$ cat src/rtl/intc_pkg.sv
// Package intc_pkg
// Register offsets shared by the controller and its bench-facing documentation.
// Assumes byte addressing with 32-bit words.
package intc_pkg;
    localparam int NUM_BANKS = 2;

    // Offsets inside one bank (byte offsets, low 8 address bits)
    localparam logic [7:0] OFF_STAT   = 8'h00;
    localparam logic [7:0] OFF_RAW    = 8'h04;
    localparam logic [7:0] OFF_EN_SET = 8'h08;
    localparam logic [7:0] OFF_EN_CLR = 8'h0C;
    localparam logic [7:0] OFF_CUR    = 8'h20;
    localparam logic [7:0] OFF_ACK    = 8'h28;
    localparam logic [7:0] OFF_THR    = 8'h2C;

    // Shared configuration area
    localparam logic [11:0] ADR_POL       = 12'h200;
    localparam logic [11:0] ADR_STICKY    = 12'h204;
    localparam logic [11:0] ADR_PRIO_BASE = 12'h300;
endpackage

$ cat src/rtl/intc_arb.sv
// Module intc_arb
// Combinational priority selector: picks the eligible source with the lowest
// priority value; on equal values the lowest index wins. Reports index 0 and
// valid low when nothing is eligible. Assumes N is a power of two.
module intc_arb #(
    parameter int N  = 32,
    parameter int PW = 4,
    localparam int ID_W = $clog2(N)
) (
    input  logic [N-1:0]    elig_i,
    input  logic [N*PW-1:0] prio_i,
    output logic            valid_o,
    output logic [ID_W-1:0] id_o
);
    // Linear scan; strict less-than keeps the lower index on ties
    always_comb begin
        logic [PW-1:0] best;
        best    = '1;
        valid_o = 1'b0;
        id_o    = '0;
        for (int i = 0; i < N; i++) begin
            if (elig_i[i] && (!valid_o || prio_i[i*PW +: PW] < best)) begin
                best    = prio_i[i*PW +: PW];
                valid_o = 1'b1;
                id_o    = ID_W'(i);
            end
        end
    end
endmodule

$ cat src/rtl/intc_bank.sv
// Module intc_bank
// One request bank: enable mask, per-bank latch state, threshold filter,
// arbitration and a registered request line. Assumes the source vector is
// already polarity-corrected and that writes arrive as single-cycle strobes.
module intc_bank #(
    parameter int N  = 32,
    parameter int PW = 4,
    parameter int DW = 32,
    localparam int ID_W = $clog2(N)
) (
    input  logic            clk,
    input  logic            rst_n,
    input  logic [N-1:0]    cond_i,
    input  logic [N-1:0]    sticky_i,
    input  logic [N*PW-1:0] prio_i,
    input  logic            en_set_i,
    input  logic            en_clr_i,
    input  logic            thr_we_i,
    input  logic [DW-1:0]   wdata_i,
    input  logic            ack_i,
    output logic [N-1:0]    en_o,
    output logic [N-1:0]    latch_o,
    output logic [N-1:0]    raw_o,
    output logic [N-1:0]    stat_o,
    output logic [N-1:0]    elig_o,
    output logic [PW-1:0]   thr_o,
    output logic            cur_valid_o,
    output logic [ID_W-1:0] cur_id_o,
    output logic            req_o
);
    // Enable mask: set and clear by written ones
    always_ff @(posedge clk) begin
        if (!rst_n)        en_o <= '0;
        else if (en_set_i) en_o <= en_o | wdata_i[N-1:0];
        else if (en_clr_i) en_o <= en_o & ~wdata_i[N-1:0];
    end

    // Threshold register, accepts all priorities after reset
    always_ff @(posedge clk) begin
        if (!rst_n)        thr_o <= '1;
        else if (thr_we_i) thr_o <= wdata_i[PW-1:0];
    end

    // Latch: acknowledge drops old state, a same-cycle assertion still enters
    always_ff @(posedge clk) begin
        if (!rst_n) latch_o <= '0;
        else        latch_o <= ((ack_i ? '0 : latch_o) | cond_i) & sticky_i;
    end

    assign raw_o  = cond_i | latch_o;
    assign stat_o = raw_o & en_o;

    // Threshold filter per source
    for (genvar i = 0; i < N; i++) begin : g_elig
        assign elig_o[i] = stat_o[i] && (prio_i[i*PW +: PW] <= thr_o);
    end

    intc_arb #(.N(N), .PW(PW)) u_arb (
        .elig_i  (elig_o),
        .prio_i  (prio_i),
        .valid_o (cur_valid_o),
        .id_o    (cur_id_o)
    );

    // Registered request line
    always_ff @(posedge clk) begin
        if (!rst_n) req_o <= 1'b0;
        else        req_o <= |elig_o;
    end
endmodule

$ cat src/rtl/intc_top.sv
// Module intc_top
// Register-mapped interrupt controller: shared polarity, sticky and priority
// configuration feeding two independent request banks. Read data is
// registered; reading a bank acknowledge register clears its latches.
// Assumes N <= DW and a 12-bit byte address map.
module intc_top #(
    parameter int N      = 32,
    parameter int PW     = 4,
    parameter int DW     = 32,
    parameter int ADDR_W = 12,
    localparam int ID_W  = $clog2(N)
) (
    input  logic              clk,
    input  logic              rst_n,
    input  logic [N-1:0]      src_i,
    input  logic [ADDR_W-1:0] addr_i,
    input  logic              rd_i,
    input  logic              wr_i,
    input  logic [DW-1:0]     wdata_i,
    output logic [DW-1:0]     rdata_o,
    output logic              req_norm_o,
    output logic              req_fast_o
);
    import intc_pkg::*;

    logic [11:0]     a12;
    logic            hi_ok;
    logic [N-1:0]    pol_q, sticky_q, cond;
    logic [PW-1:0]   prio_q [N];
    logic [N*PW-1:0] prio_flat;
    logic [11:0]     prio_off;
    logic            prio_hit;
    logic [ID_W-1:0] prio_idx;
    logic [DW-1:0]   rd_val;

    logic            bank_hit  [NUM_BANKS];
    logic            bank_ack  [NUM_BANKS];
    logic [N-1:0]    bank_en   [NUM_BANKS];
    logic [N-1:0]    bank_latch[NUM_BANKS];
    logic [N-1:0]    bank_raw  [NUM_BANKS];
    logic [N-1:0]    bank_stat [NUM_BANKS];
    logic [N-1:0]    bank_elig [NUM_BANKS];
    logic [PW-1:0]   bank_thr  [NUM_BANKS];
    logic            bank_cv   [NUM_BANKS];
    logic [ID_W-1:0] bank_cid  [NUM_BANKS];
    logic            bank_req  [NUM_BANKS];

    assign a12      = addr_i[11:0];
    assign hi_ok    = ((addr_i >> 12) == '0);
    assign cond     = src_i ^ ~pol_q;
    assign prio_off = a12 - ADR_PRIO_BASE;
    assign prio_hit = hi_ok && (a12 >= ADR_PRIO_BASE) && (prio_off < 12'(4 * N))
                      && (a12[1:0] == 2'b00);
    assign prio_idx = prio_off[ID_W+1:2];

    // Polarity and sticky selects
    always_ff @(posedge clk) begin
        if (!rst_n) begin
            pol_q    <= '1;
            sticky_q <= '0;
        end else if (wr_i && hi_ok) begin
            if (a12 == ADR_POL)    pol_q    <= wdata_i[N-1:0];
            if (a12 == ADR_STICKY) sticky_q <= wdata_i[N-1:0];
        end
    end

    // Per-source priority words
    for (genvar i = 0; i < N; i++) begin : g_prio
        always_ff @(posedge clk) begin
            if (!rst_n)                                prio_q[i] <= '0;
            else if (wr_i && prio_hit && prio_idx == ID_W'(i)) prio_q[i] <= wdata_i[PW-1:0];
        end
        assign prio_flat[i*PW +: PW] = prio_q[i];
    end

    // Two banks over the shared configuration
    for (genvar b = 0; b < NUM_BANKS; b++) begin : g_bank
        assign bank_hit[b] = hi_ok && (a12[11:9] == 3'b000) && (a12[8] == b[0]);
        assign bank_ack[b] = rd_i && bank_hit[b] && (a12[7:0] == OFF_ACK);

        intc_bank #(.N(N), .PW(PW), .DW(DW)) u_bank (
            .clk         (clk),
            .rst_n       (rst_n),
            .cond_i      (cond),
            .sticky_i    (sticky_q),
            .prio_i      (prio_flat),
            .en_set_i    (wr_i && bank_hit[b] && a12[7:0] == OFF_EN_SET),
            .en_clr_i    (wr_i && bank_hit[b] && a12[7:0] == OFF_EN_CLR),
            .thr_we_i    (wr_i && bank_hit[b] && a12[7:0] == OFF_THR),
            .wdata_i     (wdata_i),
            .ack_i       (bank_ack[b]),
            .en_o        (bank_en[b]),
            .latch_o     (bank_latch[b]),
            .raw_o       (bank_raw[b]),
            .stat_o      (bank_stat[b]),
            .elig_o      (bank_elig[b]),
            .thr_o       (bank_thr[b]),
            .cur_valid_o (bank_cv[b]),
            .cur_id_o    (bank_cid[b]),
            .req_o       (bank_req[b])
        );
    end

    assign req_norm_o = bank_req[0];
    assign req_fast_o = bank_req[1];

    // Read multiplexer
    always_comb begin
        rd_val = '0;
        for (int b = 0; b < NUM_BANKS; b++) begin
            if (bank_hit[b]) begin
                case (a12[7:0])
                    OFF_STAT:   rd_val[N-1:0]    = bank_stat[b];
                    OFF_RAW:    rd_val[N-1:0]    = bank_raw[b];
                    OFF_EN_SET: rd_val[N-1:0]    = bank_en[b];
                    OFF_CUR:    rd_val[ID_W-1:0] = bank_cid[b];
                    OFF_THR:    rd_val[PW-1:0]   = bank_thr[b];
                    default:    rd_val           = '0;
                endcase
            end
        end
        if (hi_ok && a12 == ADR_POL)    rd_val[N-1:0]  = pol_q;
        if (hi_ok && a12 == ADR_STICKY) rd_val[N-1:0]  = sticky_q;
        if (prio_hit)                   rd_val[PW-1:0] = prio_q[prio_idx];
    end

    // Registered read data
    always_ff @(posedge clk) begin
        if (!rst_n)    rdata_o <= '0;
        else if (rd_i) rdata_o <= rd_val;
        else           rdata_o <= '0;
    end
endmodule

$ cat config.mk
export PLATFORM = sky130hd
export DESIGN_NAME = intc_top
export DESIGN_NICKNAME = d
export VERILOG_FILES = /design/src/rtl/intc_pkg.sv /design/src/rtl/intc_arb.sv /design/src/rtl/intc_bank.sv /design/src/rtl/intc_top.sv
export SDC_FILE = /design/constraint.sdc
export NUM_CORES = 2
export LEC_CHECK = 0
export BUFFER_PORTS_ARGS = -buffer_cell sky130_fd_sc_hd__buf_2
export CELL_PAD_IN_SITES_DETAIL_PLACEMENT = 1
export CELL_PAD_IN_SITES_GLOBAL_PLACEMENT = 2
export CORE_MARGIN = 3
export CORE_UTILIZATION = 35
export DETAILED_ROUTE_END_ITERATION = 10
export PLACE_DENSITY_LB_ADDON = 0.1
export RECOVER_POWER = 25
export SLEW_MARGIN = 30
export SYNTH_ARGS = -nofsm -noshare
export SYNTH_HDL_FRONTEND = slang
export SYNTH_SLANG_ARGS = --single-unit
$ cat constraint.sdc
create_clock -name clk -period 50.3 [get_ports clk]
set_input_delay 5.03 -clock clk [delete_from_list [all_inputs] [get_ports clk]]
set_output_delay 5.03 -clock clk [all_outputs]
set_load 0.03 [all_outputs]
==> impl_summary.txt <==
----------------------------------------------------
[Status]
  Status ... complete, but fails checks
  Violated checks ... capacitance limit, slew limit

[Setup path]
  Slowest-stage cell, CP ... or4_1
  Critical path arrival ... approximately 48 ns
  Worst setup path category ... in -> reg
  Worst-path fanout max ... 9
  Most prevalent standard cell on the critical path ... ha_1
  Req. time, crit path ... 50.89 ns
  Largest stage delay on the critical path ... around 0.49 ns
  Critical Path Start Type ... input port
  Crit end category ... flip-flop

[Detailed routing]
  Drt total wl ... 151000 µm
  Average wire per cell in the routed design ... 26.3 µm
  Routed vias ... 34.5k
  Ratio of routed vias to standard cells ... 6.00
  DRC Markers ... 0
  1st-iter DRT viols ... 2701
  Remaining antenna violation count after routing ... 0
  Number of detailed-routing iterations run before antenna repair ... 5

[Timing]
  Worst Slack Setup Final ... 2.95 ns
  Max-slew headroom ... -0.914
  Tcrit/Tclk final ... 0.941
  Worst-case clock skew ... 0.0316 ns
  Minimum period implied by the final worst setup slack ... roughly 47 ns
  Final setup vio count ... 0
  Max-slew violations ... 99
  Peak Freq ... between 20 and 25 MHz
  Transition time at the pin with the least slew margin ... 2.87 ns
  Fin Hold WS ... 0.446 ns
  Number of endpoints with negative hold slack in the final report ... 0

[Worst hold path]
  Class of the most critical hold timing path ... reg -> reg

[Flow run]
  # Max-Cap Violations ... 3

[Power and ir drop]
  Portion of total power attributed to the clock network ... 0.479
  Psw ... between 0.2 and 0.25 mW
  Power per standard cell area ... 19.9 nW/µm²
  Sequential group share of total power ... 0.418
  Part of the power in combinational logic ... 0.103
  Leakage dissipation ... 16.8 nW
  Switching Share ... 0.282
  Internal power of the cells ... 0.561 mW
  Peak ir drop on the vdd network ... 0.0000213 V

[Synth]
  Post-synthesis cell area ... between 30000 and 40000 µm²
  Top_reg_cell synth ... dfxtp_1
  Portion of the post-synthesis area used by sequential elements ... 0.250
  Mean post-synth cell area ... between 7 and 8 µm²
  Number of synthesized register bits ... 362
  Share of synthesized flip-flops with an asynchronous set or reset ... 0
  Yosys warning count ... 0
  Count of cell types in the netlist ... 136
  Net count after synthesis ... 4745
  Syn Inst Count ... 4281
  Count of flip-flops with a built-in enable after synthesis ... 128

[Placement]
  Global placer's final weighted congestion ... 0.894
  HPWL after DPL ... 115000 µm
  Post-Place Worst Slack ... -2.32 ns
  Count of buffers from port buffering ... 113

[Die]
  Standard cell core area ... 95900 µm²
  Initial core utilization ... 0.356
  Die height ... approximately 320 µm
  Overall die width ... between 300 and 400 µm
  Count of boundary I/O pins ... 114
  Cell row count ... 113
  Die ar. ... 101000 µm²

[Clocking]
  Sink count of the clock tree ... 362
  Hold-fix buffers, CTS ... 0
  Number of buffers between clock root and the deepest sink ... 3
  Root Buffer Master ... clkbuf_16
  Number of levels the H-tree was split into ... 2
  Worst-path clk slew ... 0.07 ns
  Number of buffers created by CTS ... 47
  Clock tree from TritonCTS ... yes
  Insertion delay of the later-clocked pin in the worst-skew pair ... ~0.65 ns

[Finish]
  Most used cells in the layout excluding fill and tap cells ... 577 x nand2_1, 425 x nor2_1, 382 x ha_1
  Share of post-route cells with drive strength above 1 ... 0.149
  Most frequent standard cell in the layout excluding fill and tap cells ... nand2_1
  Layout-stage area growth over the synthesis result ... 15.2%
  Number of nets in the layout ... 4916

[Global routing]
  Antenna violations before repair ... 14
  Global-route usage over all layers ... 0.287
  Maximum number of pins on one net before global-route repair ... 53
  Overall overflow remaining after global route ... 0
  Via count of the first global-routing pass ... roughly 34k
  Wire length of the first global-routing pass ... 223000 µm

----------------------------------------------------
-- kinds of logic (layout without fill, tap and decap cells) --
kind of cell,Yosys count,in the layout,share of synthesized area
AO/OA/AOI/OAI,1272,1272,0.252
XOR/XNOR,45,45,0.0118
adder cells (fa/ha/maj),398,398,0.145
buffers and inverters,377,586,0.0453
flip-flops,362,362,0.250
multiplexers,182,182,0.0714
other,0,2,0
AND/OR/NAND/NOR,1645,1645,0.224
-- Yosys cell counts, types with 21 or more instances --
library cell	count	share of area
ha_1	384	0.14
o21ai_0	314	0.046
a221oi_1	49	0.013
nor2_1	443	0.049
inv_1	207	0.023
nand2_1	583	0.064
a31oi_1	29	0.0053
mux2_2	57	0.019
o21a_1	43	0.0095
mux2i_1	74	0.022
and3_1	25	0.0046
and2_1	30	0.0055
nand4_1	23	0.0042
a21oi_1	337	0.049
a21o_1	51	0.011
a22oi_1	76	0.017
a41o_1	42	0.012
dfxtp_1	234	0.14
nor3_1	65	0.0095
edfxtp_1	128	0.11
o22ai_1	21	0.0039
nand2b_1	121	0.022
o21bai_1	21	0.0046
nor2b_1	100	0.018
o211ai_1	23	0.0051
a211oi_1	30	0.0066
mux4_2	40	0.026
a41oi_1	26	0.0067
xor2_1	29	0.0074
nand3_1	121	0.018
clkbuf_1	127	0.014
-- power by group through the flow --
| stage | clock network (mW) | registers (mW) | logic, mW |
|---|---|---|---|
| global route | 0.390 | 0.327 | 0.0889 |
| finish | 0.374 | 0.327 | 0.0805 |
| CTS | 0.379 | 0.326 | 0.0784 |
| floorplan | 0 | 0.322 | 0.0516 |
| detailed placement | 0 | 0.333 | 0.0779 |
| global placement | 0 | 0.333 | 0.0765 |
-- critical path, delay by kind of cell --
family	cells	cell delay, ns
adder cells (fa/ha/maj)	30	8.09
AND/OR/NAND/NOR	78	11.02
AO/OA/AOI/OAI	88	16.05
buffers and inverters	28	2.43
multiplexers	20	5.06
XOR/XNOR	1	0.18
-- per-layer routing --
layer	track usage	share of wire	up-vias
met5	0	0	-
met4	0.0654	0.024	0
met3	0.0361	0.058	190
met2	0.468	0.45	952
met1	0.404	0.47	17300
li1	-	-	16100
-- timing repair --
item	in CTS	in global routing
buffers inserted	0	53
gates resized for setup	18	157
setup endpoints to repair	5	5
pin swaps	0	40
-- stage by stage --
stage                     setup TNS, ns  cell area, µm²  utilization  cells  power [mW]
after CTS                             0           38300        0.399   5702       0.784
after floorplan                       0           34100            -   4281       0.373
final                                 0           39300        0.410   5757       0.781
after detailed placement         -11.21           36500        0.381   5615       0.410
after global placement            -8.97           36500        0.381   5615       0.409
after global routing             -0.978           39300        0.410   5757       0.807
-- layout make-up --
cell class | instances | area (µm²)
fillers | 11600 | 56600
multi-input cells | 3542 | 24800
flip-flops and latches | 362 | 8530
repair buffers | 291 | 1840
well taps | 1265 | 1580
clock buffers | 62 | 1320
inverters | 208 | 783
clock inverters | 25 | 367
diodes | 2 | 5.00
-- path summary, 6_finish.rpt --
path | to | slack, ns | depth (start not counted) | startpoint
min | g_bank[0].u_bank.latch_o[29]$_SDFF_PN0_ | 0.45 | 2 | g_bank[0].u_bank.latch_o[29]$_SDFF_PN0_
max | rdata_o[0]$_SDFF_PN0_ | 2.95 | 245 | src_i[0]
min reg2reg | g_bank[0].u_bank.latch_o[29]$_SDFF_PN0_ | 0.45 | 2 | g_bank[0].u_bank.latch_o[29]$_SDFF_PN0_
max reg2reg | rdata_o[0]$_SDFF_PN0_ | 5.96 | 230 | g_bank[1].u_bank.thr_o[1]$_SDFFE_PN1P_
(Power assumes the default switching activity.)
